`src/rtl/rcal_pkg.sv`:
```
package rcal_pkg;
  typedef enum logic [3:0] {
    S_IDLE, S_ODLY, S_WR, S_LANE, S_TRST, S_TINC,
    S_SETTLE, S_RD, S_EVAL, S_CTR, S_NEXT, S_FIN
  } cal_st_e;

  typedef enum logic [1:0] {PH_SLIP, PH_SWEEP, PH_CENTRE} cal_ph_e;
endpackage

```
`src/rtl/rcal_pattern.sv`:
```
module rcal_pattern #(
  parameter int          DW   = 64,
  parameter logic [31:0] SEED = 32'hACE1_2D5B
) (
  input  logic          clk_i,
  input  logic          rst_ni,
  input  logic          load_i,
  input  logic          step_i,
  input  logic          fixed_i,
  input  logic          odd_i,
  output logic [DW-1:0] word_o
);
  logic [31:0] s_q;

  always_ff @(posedge clk_i or negedge rst_ni) begin
    if (!rst_ni)     s_q <= SEED;
    else if (load_i) s_q <= SEED;
    else if (step_i) s_q <= {s_q[30:0], s_q[31] ^ s_q[21] ^ s_q[1] ^ s_q[0]};
  end

  always_comb begin
    for (int i = 0; i < DW; i++) begin
      if (fixed_i) word_o[i] = ~odd_i;
      else         word_o[i] = s_q[i % 32] ^ (((i / 32) % 2) == 1);
    end
  end
endmodule

```
`src/rtl/rcal_lane_cmp.sv`:
```
module rcal_lane_cmp #(
  parameter int LANES  = 8,
  parameter int LANE_W = 3
) (
  input  logic [LANES*8-1:0] rdata_i,
  input  logic [LANES*8-1:0] expect_i,
  input  logic [LANE_W-1:0]  lane_i,
  output logic               match_o
);
  logic [7:0] got, exp_b;
  always_comb begin
    got     = rdata_i[lane_i*8 +: 8];
    exp_b   = expect_i[lane_i*8 +: 8];
    match_o = (got == exp_b);
  end
endmodule

```
`src/rtl/rcal_window.sv`:
```
module rcal_window #(
  parameter int TAP_W = 5
) (
  input  logic             clk_i,
  input  logic             rst_ni,
  input  logic             clr_i,
  input  logic             smp_i,
  input  logic             pass_i,
  input  logic [TAP_W-1:0] tap_i,
  output logic             found_o,
  output logic [TAP_W-1:0] first_o,
  output logic [TAP_W-1:0] last_o,
  output logic [TAP_W-1:0] ctr_o
);
  logic [TAP_W:0] sum;

  always_ff @(posedge clk_i or negedge rst_ni) begin
    if (!rst_ni) begin
      found_o <= 1'b0;
      first_o <= '0;
      last_o  <= '0;
    end else if (clr_i) begin
      found_o <= 1'b0;
      first_o <= '0;
      last_o  <= '0;
    end else if (smp_i && pass_i) begin
      if (!found_o) first_o <= tap_i;
      last_o  <= tap_i;
      found_o <= 1'b1;
    end
  end

  assign sum   = {1'b0, first_o} + {1'b0, last_o};
  assign ctr_o = sum[TAP_W:1];

  p_last_tracks_r4: assert property (@(posedge clk_i) disable iff (!rst_ni)
    (smp_i && pass_i && !clr_i) |=> (last_o == $past(tap_i)));
  p_first_once_r4: assert property (@(posedge clk_i) disable iff (!rst_ni)
    (smp_i && pass_i && !found_o && !clr_i) |=> (first_o == $past(tap_i)));
  p_ctr_inside_r5: assert property (@(posedge clk_i) disable iff (!rst_ni)
    found_o |-> (first_o <= last_o && ctr_o >= first_o && ctr_o <= last_o));
endmodule

```
`src/rtl/rcal_seq.sv`:
```
module rcal_seq
  import rcal_pkg::*;
#(
  parameter int          LANES         = 8,
  parameter int          TAPS          = 32,
  parameter int          HALF_BIT_TAPS = 8,
  parameter int          NUM_SLIP      = 8,
  parameter int          SETTLE        = 4,
  parameter int          WORDS         = 8,
  parameter logic [31:0] SEED          = 32'hACE1_2D5B,
  localparam int TAP_W  = $clog2(TAPS),
  localparam int SLIP_W = $clog2(NUM_SLIP),
  localparam int LANE_W = (LANES > 1) ? $clog2(LANES) : 1,
  localparam int ADDR_W = (WORDS > 1) ? $clog2(WORDS) : 1,
  localparam int DW     = LANES * 8
) (
  input  logic                    clk_i,
  input  logic                    rst_ni,
  input  logic                    start_i,
  input  logic                    fixed_pat_i,
  input  logic [LANES*TAP_W-1:0]  wl_dly_i,
  output logic                    busy_o,
  output logic                    done_o,
  output logic                    err_o,
  output logic [LANES*TAP_W-1:0]  odly_o,
  output logic                    odly_vld_o,
  output logic                    mem_req_o,
  output logic                    mem_we_o,
  output logic [ADDR_W-1:0]       mem_addr_o,
  output logic [DW-1:0]           mem_wdata_o,
  input  logic                    mem_ack_i,
  input  logic [DW-1:0]           mem_rdata_i,
  output logic [LANES-1:0]        tap_rst_o,
  output logic [LANES-1:0]        tap_inc_o,
  output logic [LANES*SLIP_W-1:0] slip_o,
  input  logic [LANE_W-1:0]       tbl_sel_i,
  output logic [SLIP_W-1:0]       tbl_slip_o,
  output logic [TAP_W-1:0]        tbl_first_o,
  output logic [TAP_W-1:0]        tbl_last_o,
  output logic [TAP_W-1:0]        tbl_ctr_o,
  output logic                    tbl_fail_o
);
  localparam int SET_W = $clog2(SETTLE + 1);
  localparam int MID   = TAPS / 2;

  cal_st_e st;
  cal_ph_e ph;
  logic [LANE_W-1:0] lane;
  logic [TAP_W-1:0]  tap, target;
  logic [ADDR_W-1:0] word;
  logic [SET_W-1:0]  scnt;
  logic              all_ok, fixed_q, done_q, err_q, odly_vld_q;
  logic [LANES-1:0]  fail_tab;
  logic [SLIP_W-1:0] slip_tab  [LANES];
  logic [TAP_W-1:0]  first_tab [LANES];
  logic [TAP_W-1:0]  last_tab  [LANES];
  logic [TAP_W-1:0]  ctr_tab   [LANES];
  logic [TAP_W-1:0]  odly_q    [LANES];

  logic [DW-1:0]     pat_word;
  logic              pat_load, pat_step, lane_match, settle_end;
  logic              win_clr, win_smp, win_found;
  logic [TAP_W-1:0]  win_first, win_last, win_ctr;

  assign settle_end = (st == S_SETTLE) && (scnt == SET_W'(SETTLE - 1));
  assign pat_load   = ((st == S_IDLE) && start_i) ||
                      (settle_end && (tap >= target) && (ph != PH_CENTRE));
  assign pat_step   = ((st == S_WR) || (st == S_RD)) && mem_ack_i;
  assign win_clr    = (st == S_LANE) || ((st == S_EVAL) && (ph == PH_SLIP) && all_ok);
  assign win_smp    = (st == S_EVAL) && (ph == PH_SWEEP);

  rcal_pattern #(.DW(DW), .SEED(SEED)) u_pat (
    .clk_i, .rst_ni, .load_i(pat_load), .step_i(pat_step),
    .fixed_i(fixed_q), .odd_i(word[0]), .word_o(pat_word)
  );

  rcal_lane_cmp #(.LANES(LANES), .LANE_W(LANE_W)) u_cmp (
    .rdata_i(mem_rdata_i), .expect_i(pat_word), .lane_i(lane), .match_o(lane_match)
  );

  rcal_window #(.TAP_W(TAP_W)) u_win (
    .clk_i, .rst_ni, .clr_i(win_clr), .smp_i(win_smp), .pass_i(all_ok), .tap_i(tap),
    .found_o(win_found), .first_o(win_first), .last_o(win_last), .ctr_o(win_ctr)
  );

  always_ff @(posedge clk_i or negedge rst_ni) begin
    if (!rst_ni) begin
      st <= S_IDLE;  ph <= PH_SLIP;  lane <= '0;  tap <= '0;  target <= '0;
      word <= '0;  scnt <= '0;  all_ok <= 1'b0;  fixed_q <= 1'b0;
      done_q <= 1'b0;  err_q <= 1'b0;  odly_vld_q <= 1'b0;  fail_tab <= '0;
      for (int i = 0; i < LANES; i++) begin
        slip_tab[i] <= '0;  first_tab[i] <= '0;  last_tab[i] <= '0;
        ctr_tab[i]  <= '0;  odly_q[i]    <= '0;
      end
    end else begin
      unique case (st)
        S_IDLE: if (start_i) begin
          done_q <= 1'b0;  err_q <= 1'b0;  odly_vld_q <= 1'b0;  fail_tab <= '0;
          fixed_q <= fixed_pat_i;  word <= '0;  lane <= '0;
          for (int i = 0; i < LANES; i++) begin
            slip_tab[i] <= '0;  first_tab[i] <= '0;  last_tab[i] <= '0;  ctr_tab[i] <= '0;
          end
          st <= S_ODLY;
        end
        S_ODLY: begin
          for (int i = 0; i < LANES; i++) begin
            if (wl_dly_i[i*TAP_W +: TAP_W] >= TAP_W'(HALF_BIT_TAPS))
              odly_q[i] <= wl_dly_i[i*TAP_W +: TAP_W] - TAP_W'(HALF_BIT_TAPS);
            else
              odly_q[i] <= '0;
          end
          odly_vld_q <= 1'b1;
          st <= fixed_q ? S_LANE : S_WR;
        end
        S_WR: if (mem_ack_i) begin
          word <= word + 1'b1;
          if (word == ADDR_W'(WORDS - 1)) st <= S_LANE;
        end
        S_LANE: begin
          ph <= PH_SLIP;  slip_tab[lane] <= '0;  target <= TAP_W'(MID);  st <= S_TRST;
        end
        S_TRST: begin tap <= '0;  scnt <= '0;  st <= S_SETTLE; end
        S_TINC: begin tap <= tap + 1'b1;  scnt <= '0;  st <= S_SETTLE; end
        S_SETTLE: begin
          scnt <= scnt + 1'b1;
          if (settle_end) begin
            scnt <= '0;
            if (tap < target)          st <= S_TINC;
            else if (ph == PH_CENTRE)  st <= S_NEXT;
            else begin word <= '0;  all_ok <= 1'b1;  st <= S_RD; end
          end
        end
        S_RD: if (mem_ack_i) begin
          all_ok <= all_ok & lane_match;
          word   <= word + 1'b1;
          if (word == ADDR_W'(WORDS - 1)) st <= S_EVAL;
        end
        S_EVAL: begin
          if (ph == PH_SLIP) begin
            if (all_ok) begin
              ph <= PH_SWEEP;  target <= '0;  st <= S_TRST;
            end else if (slip_tab[lane] == SLIP_W'(NUM_SLIP - 1)) begin
              fail_tab[lane] <= 1'b1;  slip_tab[lane] <= '0;  st <= S_NEXT;
            end else begin
              slip_tab[lane] <= slip_tab[lane] + 1'b1;  target <= TAP_W'(MID);  st <= S_TRST;
            end
          end else if (tap == TAP_W'(TAPS - 1)) begin
            st <= S_CTR;
          end else begin
            target <= tap + 1'b1;  st <= S_TINC;
          end
        end
        S_CTR: begin
          if (win_found) begin
            first_tab[lane] <= win_first;  last_tab[lane] <= win_last;
            ctr_tab[lane]   <= win_ctr;    target <= win_ctr;
            ph <= PH_CENTRE;  st <= S_TRST;
          end else begin
            fail_tab[lane] <= 1'b1;  slip_tab[lane] <= '0;  st <= S_NEXT;
          end
        end
        S_NEXT: begin
          if (lane == LANE_W'(LANES - 1)) st <= S_FIN;
          else begin lane <= lane + 1'b1;  st <= S_LANE; end
        end
        S_FIN: begin done_q <= 1'b1;  err_q <= |fail_tab;  st <= S_IDLE; end
        default: st <= S_IDLE;
      endcase
    end
  end

  always_comb begin
    for (int i = 0; i < LANES; i++) begin
      tap_rst_o[i] = (st == S_TRST) && (lane == LANE_W'(i));
      tap_inc_o[i] = (st == S_TINC) && (lane == LANE_W'(i));
    end
  end

  for (genvar g = 0; g < LANES; g++) begin : g_lane_out
    assign odly_o[g*TAP_W +: TAP_W]   = odly_q[g];
    assign slip_o[g*SLIP_W +: SLIP_W] = slip_tab[g];
  end

  assign busy_o      = (st != S_IDLE);
  assign done_o      = done_q;
  assign err_o       = err_q;
  assign odly_vld_o  = odly_vld_q;
  assign mem_req_o   = (st == S_WR) || (st == S_RD);
  assign mem_we_o    = (st == S_WR);
  assign mem_addr_o  = word;
  assign mem_wdata_o = pat_word;
  assign tbl_slip_o  = slip_tab[tbl_sel_i];
  assign tbl_first_o = first_tab[tbl_sel_i];
  assign tbl_last_o  = last_tab[tbl_sel_i];
  assign tbl_ctr_o   = ctr_tab[tbl_sel_i];
  assign tbl_fail_o  = fail_tab[tbl_sel_i];

  // cycles since last tap pulse, for the settle guard
  logic [SET_W:0] since_step;
  always_ff @(posedge clk_i or negedge rst_ni) begin
    if (!rst_ni)                        since_step <= (SET_W+1)'(SETTLE + 1);
    else if (|{tap_rst_o, tap_inc_o})   since_step <= '0;
    else if (since_step <= (SET_W+1)'(SETTLE)) since_step <= since_step + 1'b1;
  end

  p_settle_r9: assert property (@(posedge clk_i) disable iff (!rst_ni)
    (mem_req_o && !mem_we_o) |-> (since_step >= (SET_W+1)'(SETTLE)));
  p_err_done_r6: assert property (@(posedge clk_i) disable iff (!rst_ni)
    err_o |-> done_o);
  p_busy_done_r8: assert property (@(posedge clk_i) disable iff (!rst_ni)
    !(busy_o && done_o));
  p_no_wr_fixed_r7: assert property (@(posedge clk_i) disable iff (!rst_ni)
    (mem_req_o && mem_we_o) |-> !fixed_q);
  p_req_hold_r2: assert property (@(posedge clk_i) disable iff (!rst_ni)
    (mem_req_o && !mem_ack_i) |=> (mem_req_o && $stable(mem_addr_o)));
  p_pulse_excl_r5: assert property (@(posedge clk_i) disable iff (!rst_ni)
    $onehot0({tap_rst_o, tap_inc_o}));
  p_odly_first_r1: assert property (@(posedge clk_i) disable iff (!rst_ni)
    mem_req_o |-> odly_vld_o);
endmodule

```
`config.mk`:
```
export PLATFORM = sky130hd
export DESIGN_NAME = rcal_seq
export DESIGN_NICKNAME = d
export VERILOG_FILES = /design/src/rtl/rcal_pkg.sv /design/src/rtl/rcal_pattern.sv /design/src/rtl/rcal_lane_cmp.sv /design/src/rtl/rcal_window.sv /design/src/rtl/rcal_seq.sv
export SDC_FILE = /design/constraint.sdc
export NUM_CORES = 1
export LEC_CHECK = 0
export ABC_AREA = 1
export BUFFER_PORTS_ARGS = -buffer_cell sky130_fd_sc_hd__buf_2
export CAP_MARGIN = 0
export CORE_ASPECT_RATIO = 0.6
export CORE_MARGIN = 1.5
export CORE_UTILIZATION = 45
export DETAILED_ROUTE_END_ITERATION = 12
export PLACE_DENSITY_LB_ADDON = 0.12
export SLEW_MARGIN = 40
export SYNTH_ARGS = -nofsm -noshare
export SYNTH_HDL_FRONTEND = slang
export SYNTH_SLANG_ARGS = --single-unit
```
`constraint.sdc`:
```
create_clock -name clk_i -period 5.9 [get_ports clk_i]
set_input_delay 1.18 -clock clk_i [delete_from_list [all_inputs] [get_ports clk_i]]
set_output_delay 1.18 -clock clk_i [all_outputs]
set_load 0.02 [all_outputs]
```
==> metrics.csv, run 1 <==
metric;value;unit
largest net degree at the start of global routing;101;
EDFF count, synth;0;
Port-buffer cells;283;
fmax;223.3;MHz
total of max-cap violations;0;
cell with the most instances after synthesis;nand2_1;
worst relative slew slack;44.37;%
Internal Power;0.004066;W
min Tclk post-route;4479;ps
worst r2r path cells;11;
sw power;0.003418;W
Final Hold Vio Count;0;
router iterations before antenna repair;6;
layout cell share with drive strength beyond 1;17.86;%
Syn Area/Cell;7.193;sq um
cell accounting for the most synthesized area;dfrtp_1;
fin nets;2470;
crit path max-delay cell type;dfrtp_1;
power share of the clock group;23.3;%
pwr/cell area;420.3;nW/um^2
Reg power frac;32.2;%
via count;15175;
Starting Density;46.36;%
status;finished clean;
Clock Tree Buf Depth;3;
Clock transition at path regs;70;ps
worst path cell trace;inv_1, nand3_1, nor2_1, nor4_1, o2111ai_1, ha_1, ha_1, nand3_1, o21ai_0, nor2_4, mux2_2;
Required @ worst endpoint;6350;ps
Finish-stage setup viols;0;
GPL Wtd Cong;0.9829;
Mapped Area;15230;sq um
Critical Path Sink Type;register;
Residual DRC;0;
post-CTS resize count;0;
Syn Inst Count;2118;
Final period util;75.91;%
post-synthesis sequential area ratio;43.67;%
row cnt;51;
Die Ht;145.5;um
Distinct cells, synth;50;
DP Wirelength;37810;um
Comb pwr share;44.5;%
Layout Cells excl Fill;2803;
CP top delay family;simple AND/OR/NAND/NOR gates;
Slew @ Worst Pin;823.6;ps
CTS Buf Count;27;
Tot GR Track Use;29.30;%
dpl cells;2751;
post-CTS setup buffer count;0;
Slew Limit Fails;0;
sw frac;45.67;%
vias in the first global route;13635;
Worst Setup SP;lane[1]$_DFFE_PN0P_;
H-tree level count;1;
top cells by area, synth;dfrtp_1 41%, nand2_1 14%, o21ai_0 7.7%;
r2r setup slk;1420;ps
Clock Root Buffer;clkbuf_16;
post-DR vias/cell;5.414;
Clock Sink Count;265;
CP Max Fanout;24;
Peak VDD IR;0.0003484;V
setup TNS;0;ps
top_reg_cell synth;dfrtp_1;
initial DRC count;1619;
TritonCTS clock tree;built;
Wirelength per Cell;18.57;um
launching point of the worst reg2reg path;lane[1]$_DFFE_PN0P_;
first-pass GRT wire length;80300;um
worst stage delay on the critical path;800;ps
Hold Path Class;in2async;
WP buf/inv;1;
crit path DAT;4930;ps
# IOs;284;
leakage power;9.354;nW
Async SR Flop Fraction;100.0;%
Clock Skew;15.53;ps
Chip Width;240.5;um
area grow syn2layout;16.87;%
Post-Route WL;52040;um
cts hold-fix bufs;0;
Mapped Nets;2256;
Ys Warns;0;
die footprint;35000;sq um
critical path type;reg2reg;
Synth top cells by count;557 x nand2_1, 304 x inv_1, 248 x dfrtp_1, 235 x o21ai_0, 143 x nor2_1;
clock insertion delay at the later pin of the skew report;560;ps
antenna violations before repair;1;
total gr overflow;0;
Post-DRT Antenna Nets;0;
FF+latch count, synth;265;
core area;32860;sq um
Critical Path Source Type;register;
post-synth top area share;40.74;%
RSZ-0062 raised after global routing;no;
worst r2r dst;target[0]$_DFFE_PN0P_;
## power groups by stage
stage,Sequential (W),Combinational (W),Clock [W]
2_1_floorplan,0.00251,0.00207,0
6_report,0.00241,0.00333,0.00174
4_1_cts,0.00240,0.00328,0.00177
3_3_place_gp,0.00242,0.00325,0
5_1_grt,0.00245,0.00362,0.00184
3_5_place_dp,0.00243,0.00327,0
## worst register-to-register path: stages, from the launching register on
cell and delay [ps]:
dfrtp_1 800, inv_1 550, nand3_1 430, nor2_1 80
nor4_1 340, o2111ai_1 400, ha_1 360, ha_1 390
nand3_1 220, o21ai_0 180, nor2_4 270, mux2_2 370
## layout by cell type, fill, tap and decap left out, drive strengths merged, types with 2 or more instances in the layout
cell,n
nand2,571
inv,322
buf,300
dfrtp,248
o21ai,243
nor2,158
nand3,126
a21oi,104
o22ai,87
clkbuf,42
ha,25
nor3,22
a31oi,20
dfstp,17
o31ai,10
o211ai,7
a221oi,5
clkinv,5
a22oi,4
a22o,4
nor4,4
o2111ai,3
nand4,3
o41ai,3
a41oi,3
o21a,2
xor2,2
xnor2,2
nand3b,2
## flip-flops by register name (all words and copies together), names as in the netlist
signal         cells
scnt               3
done_o             1
err_o              1
u_win.found_o      1
lane               3
first_tab         40
u_win.first_o      5
all_ok             1
odly_vld_o         1
mem_addr_o         3
u_pat.s_q         32
fail_tab           8
slip_o            24
st                 4
u_win.last_o       5
last_tab          40
target             5
tap                5
ctr_tab           40
odly_o            40
ph                 2
fixed_q            1
## how the worst max path moves through the flow
stage	endpoint	slack, ps	depth (start not counted)
after detailed placement	target[0]$_DFFE_PN0P_	1580	11
after CTS	target[0]$_DFFE_PN0P_	1550	11
after floorplan	tbl_first_o[0]	2310	8
after global placement	tbl_slip_o[1]	1660	9
after global routing	target[0]$_DFFE_PN0P_	1080	11
final	target[0]$_DFFE_PN0P_	1420	11
## per-stage QoR
stage	cell area (sq um)	worst slack (ps)	util [%]	hold slack, ps	power (W)
after global routing	17800	1081	54.18	468.4	0.007909
final	17800	1421	54.18	466.4	0.007484
after floorplan	15230	2312	-	458.2	0.004576
after detailed placement	16830	1580	51.22	457.6	0.005698
after global placement	16800	1665	51.11	452.4	0.005670
after CTS	17730	1553	53.94	472.9	0.007446
## final cells by class
class	instances	area, sq um
tap	450	563.0
inverter	321	1210
clock buffer	42	812.0
clock inverter	7	81.33
multi-input combinational	1417	6888
timing repair buffer	300	1594
fill	3256	15060
sequential	265	6654
antenna	1	2.502
## logic make-up (layout without fill, tap and decap cells)
logic type / Yosys count / after routing / synth area share, %
adders and majority gates: 26 / 26 / 2.185
DFF: 265 / 265 / 43.67
muxes: 1 / 1 / 0.07391
AOI/OAI and AO/OA: 499 / 499 / 18.28
xor gates and xnor gates: 4 / 4 / 0.2300
other: 0 / 1 / 0
and+or+nand+nor: 887 / 887 / 24.09
buffers and inverters: 436 / 670 / 11.47
## routing by layer
layer | vias to the layer above | GRT usage (%) | share of wire [%]
li1 | 7281 | - | -
met1 | 7243 | 46.13 | 48
met2 | 600 | 39.37 | 40
met3 | 51 | 8.725 | 10
met4 | 0 | 4.843 | 1.3
met5 | - | 0 | 0
No activity file was read; power rests on OpenSTA's default activity.
==> inputs of run 2 (changes only) <==
clock period = 3.85 ns   (was 5.9 ns; I/O delays follow)
==> run 2 against run 1 <==
Net effect: final cell count grew 0.89%; hold slack lost 300 ps; clock skew shrank 2.0 ps; sequential power grew 52%; critical endpoint unchanged; largest power group unchanged; highest routed layer unchanged.
==> metrics.csv, run 2 (synthesized netlist as in run 1, its figures left out) <==
metric;value;unit;change
Final Hold Vio Count;0;;unchanged
status;finished clean;;
Slew Limit Fails;0;;unchanged
TritonCTS clock tree;built;;
fill count;3216;;-1.2%
post-CTS resize count;0;;unchanged
via count;15515;;+2.2%
Port-buffer cells;283;;unchanged
fmax;280.2;MHz;+25%
row cnt;51;;unchanged
CTS Buf Count;26;;-3.7%
RSZ-0062 raised after global routing;no;;
Clock transition at path regs;70;ps;about the same
Post-DRT Antenna Nets;0;;unchanged
GPL Wtd Cong;1.004;;+2.2%
crit path DAT;4010;ps;-920 ps
first-pass GRT wire length;81670;um;+1.7%
antenna fix cells;0;;-1
post-DR vias/cell;5.486;;+1.3%
Wirelength per Cell;18.80;um;+1.3%
Clock Tree Buf Depth;3;;unchanged
Critical Path Source Type;register;;
Tot GR Track Use;30.02;%;+0.72 points
area grow syn2layout;18.31;%;
Die Ht;145.5;um;unchanged
fin nets;2496;;+1.1%
Clock Root Buffer;clkbuf_16;;
largest net degree at the start of global routing;78;;-23%
Chip Width;240.5;um;unchanged
setup TNS;0;ps;unchanged
cts hold-fix bufs;0;;unchanged
# IOs;284;;unchanged
Hold Path Class;in2async;;
post-CTS setup buffer count;0;;unchanged
pwr/cell area;652.1;nW/um^2;+55%
worst relative slew slack;49.61;%;+5.2 points
Residual DRC;0;;unchanged
antenna violations before repair;0;;-1
most common cell after layout, fill and taps aside;nand2_1;;
Peak VDD IR;0.0004994;V;+43%
Required @ worst endpoint;4290;ps;-2060 ps
initial DRC count;1632;;+0.80%
Tot Pwr;0.01175;W;+57%
Finish-stage setup viols;0;;unchanged
Critical Path Sink Type;register;;
min Tclk post-route;3569;ps;-909.2 ps
layout cell share with drive strength beyond 1;18.71;%;+0.86 points
leakage power;9.494;nW;+1.5%
Clock Skew;13.51;ps;-2.014 ps
DP Wirelength;38920;um;+2.9%
Post-Route WL;53170;um;+2.2%
total gr overflow;0;;unchanged
die footprint;35000;sq um;unchanged
most frequent cells in the layout;557 x nand2_1, 304 x inv_1, 282 x buf_2;;
vias in the first global route;14046;;+3.0%
total of max-cap violations;0;;unchanged
Slew @ Worst Pin;746.1;ps;-77.45 ps
Clock Sink Count;265;;unchanged
H-tree level count;1;;unchanged
critical path type;reg2reg;;
core area;32860;sq um;unchanged
clock insertion delay at the later pin of the skew report;550;ps;about the same
Starting Density;46.36;%;unchanged
router iterations before antenna repair;6;;unchanged
CP Max Fanout;16;;-33%
Final period util;92.71;%;+17 points
run 2: changes by cell type in the layout (fill, tap and decap cells not counted), moves of 3 or more:
cell	previous run	this run
nand2_1	553	557
nand2_2	16	13
bufinv_16	1	5
buf_4	13	40
inv_2	14	17
buf_12	1	4
clkbuf_1	7	2
run 2: final timing paths:
check                      cells after the start                        end  slack, ps             startpoint
setup / recovery                              11      target[0]$_DFFE_PN0P_        280    lane[1]$_DFFE_PN0P_
hold / removal                                 1  u_pat.s_q[25]$_DFFE_PN0P_        160                 rst_ni
setup reg to reg                              11      target[0]$_DFFE_PN0P_        280    lane[1]$_DFFE_PN0P_
hold reg to reg                                2      odly_o[3]$_DFFE_PN0P_        470  odly_o[3]$_DFFE_PN0P_
max in group asynchronous                      2  first_tab[31]$_DFFE_PN0P_       2810                 rst_ni
min in group clk_i                             2     odly_o[13]$_DFFE_PN0P_        420           wl_dly_i[13]
run 2: power by group:
part	switching, W	total (W)	internal [W]
combinational	0.00377	0.00523	0.00145
sequential	0.000370	0.00367	0.00330
clock	0.00115	0.00285	0.00170
total	0.00530	0.0118	0.00645
run 2: through the flow:
| step | hold slack (ps) | std cells | utilization (%) | area [sq um] | setup WS, ps |
|---|---|---|---|---|---|
| 3_5_place_dp | 459.3 | 2780 | 51.94 | 17070 | 424.3 |
| 2_1_floorplan | 458.2 | 2118 | - | 15230 | 824.1 |
| 5_1_grt | 217.0 | 2828 | 54.85 | 18020 | 70.43 |
| 3_3_place_gp | 457.8 | 2780 | 51.92 | 17060 | 543.3 |
| 4_1_cts | 192.9 | 2828 | 54.85 | 18020 | 412.1 |
| 6_report | 162.4 | 2828 | 54.85 | 18020 | 280.6 |
run 2: critical path, stage by stage, from the launching register on:
cell,delay (ps)
dfrtp_1,650
inv_1,210
nand3_1,150
nor2_1,70
nor4_1,460
o2111ai_1,240
ha_1,260
ha_1,400
nand3_1,230
o21ai_0,180
nor2_4,250
mux2_2,360
run 2: layer usage:
metal	routed length, um	track usage, %
met1	25430	47.33
met3	5774	9.313
met4	916	5.629
met5	0	0
met2	21040	39.70
run 2: final cells by class:
class | instances | area [sq um] | area share [%]
clock buffers | 34 | 740.7 | 4.109
clock inverters | 14 | 216.5 | 1.201
inverters | 321 | 1205 | 6.685
multi-input cells | 1417 | 6840 | 37.95
flip-flops and latches | 265 | 6653 | 36.91
well taps | 450 | 563.0 | 3.124
repair buffers | 327 | 1807 | 10.02
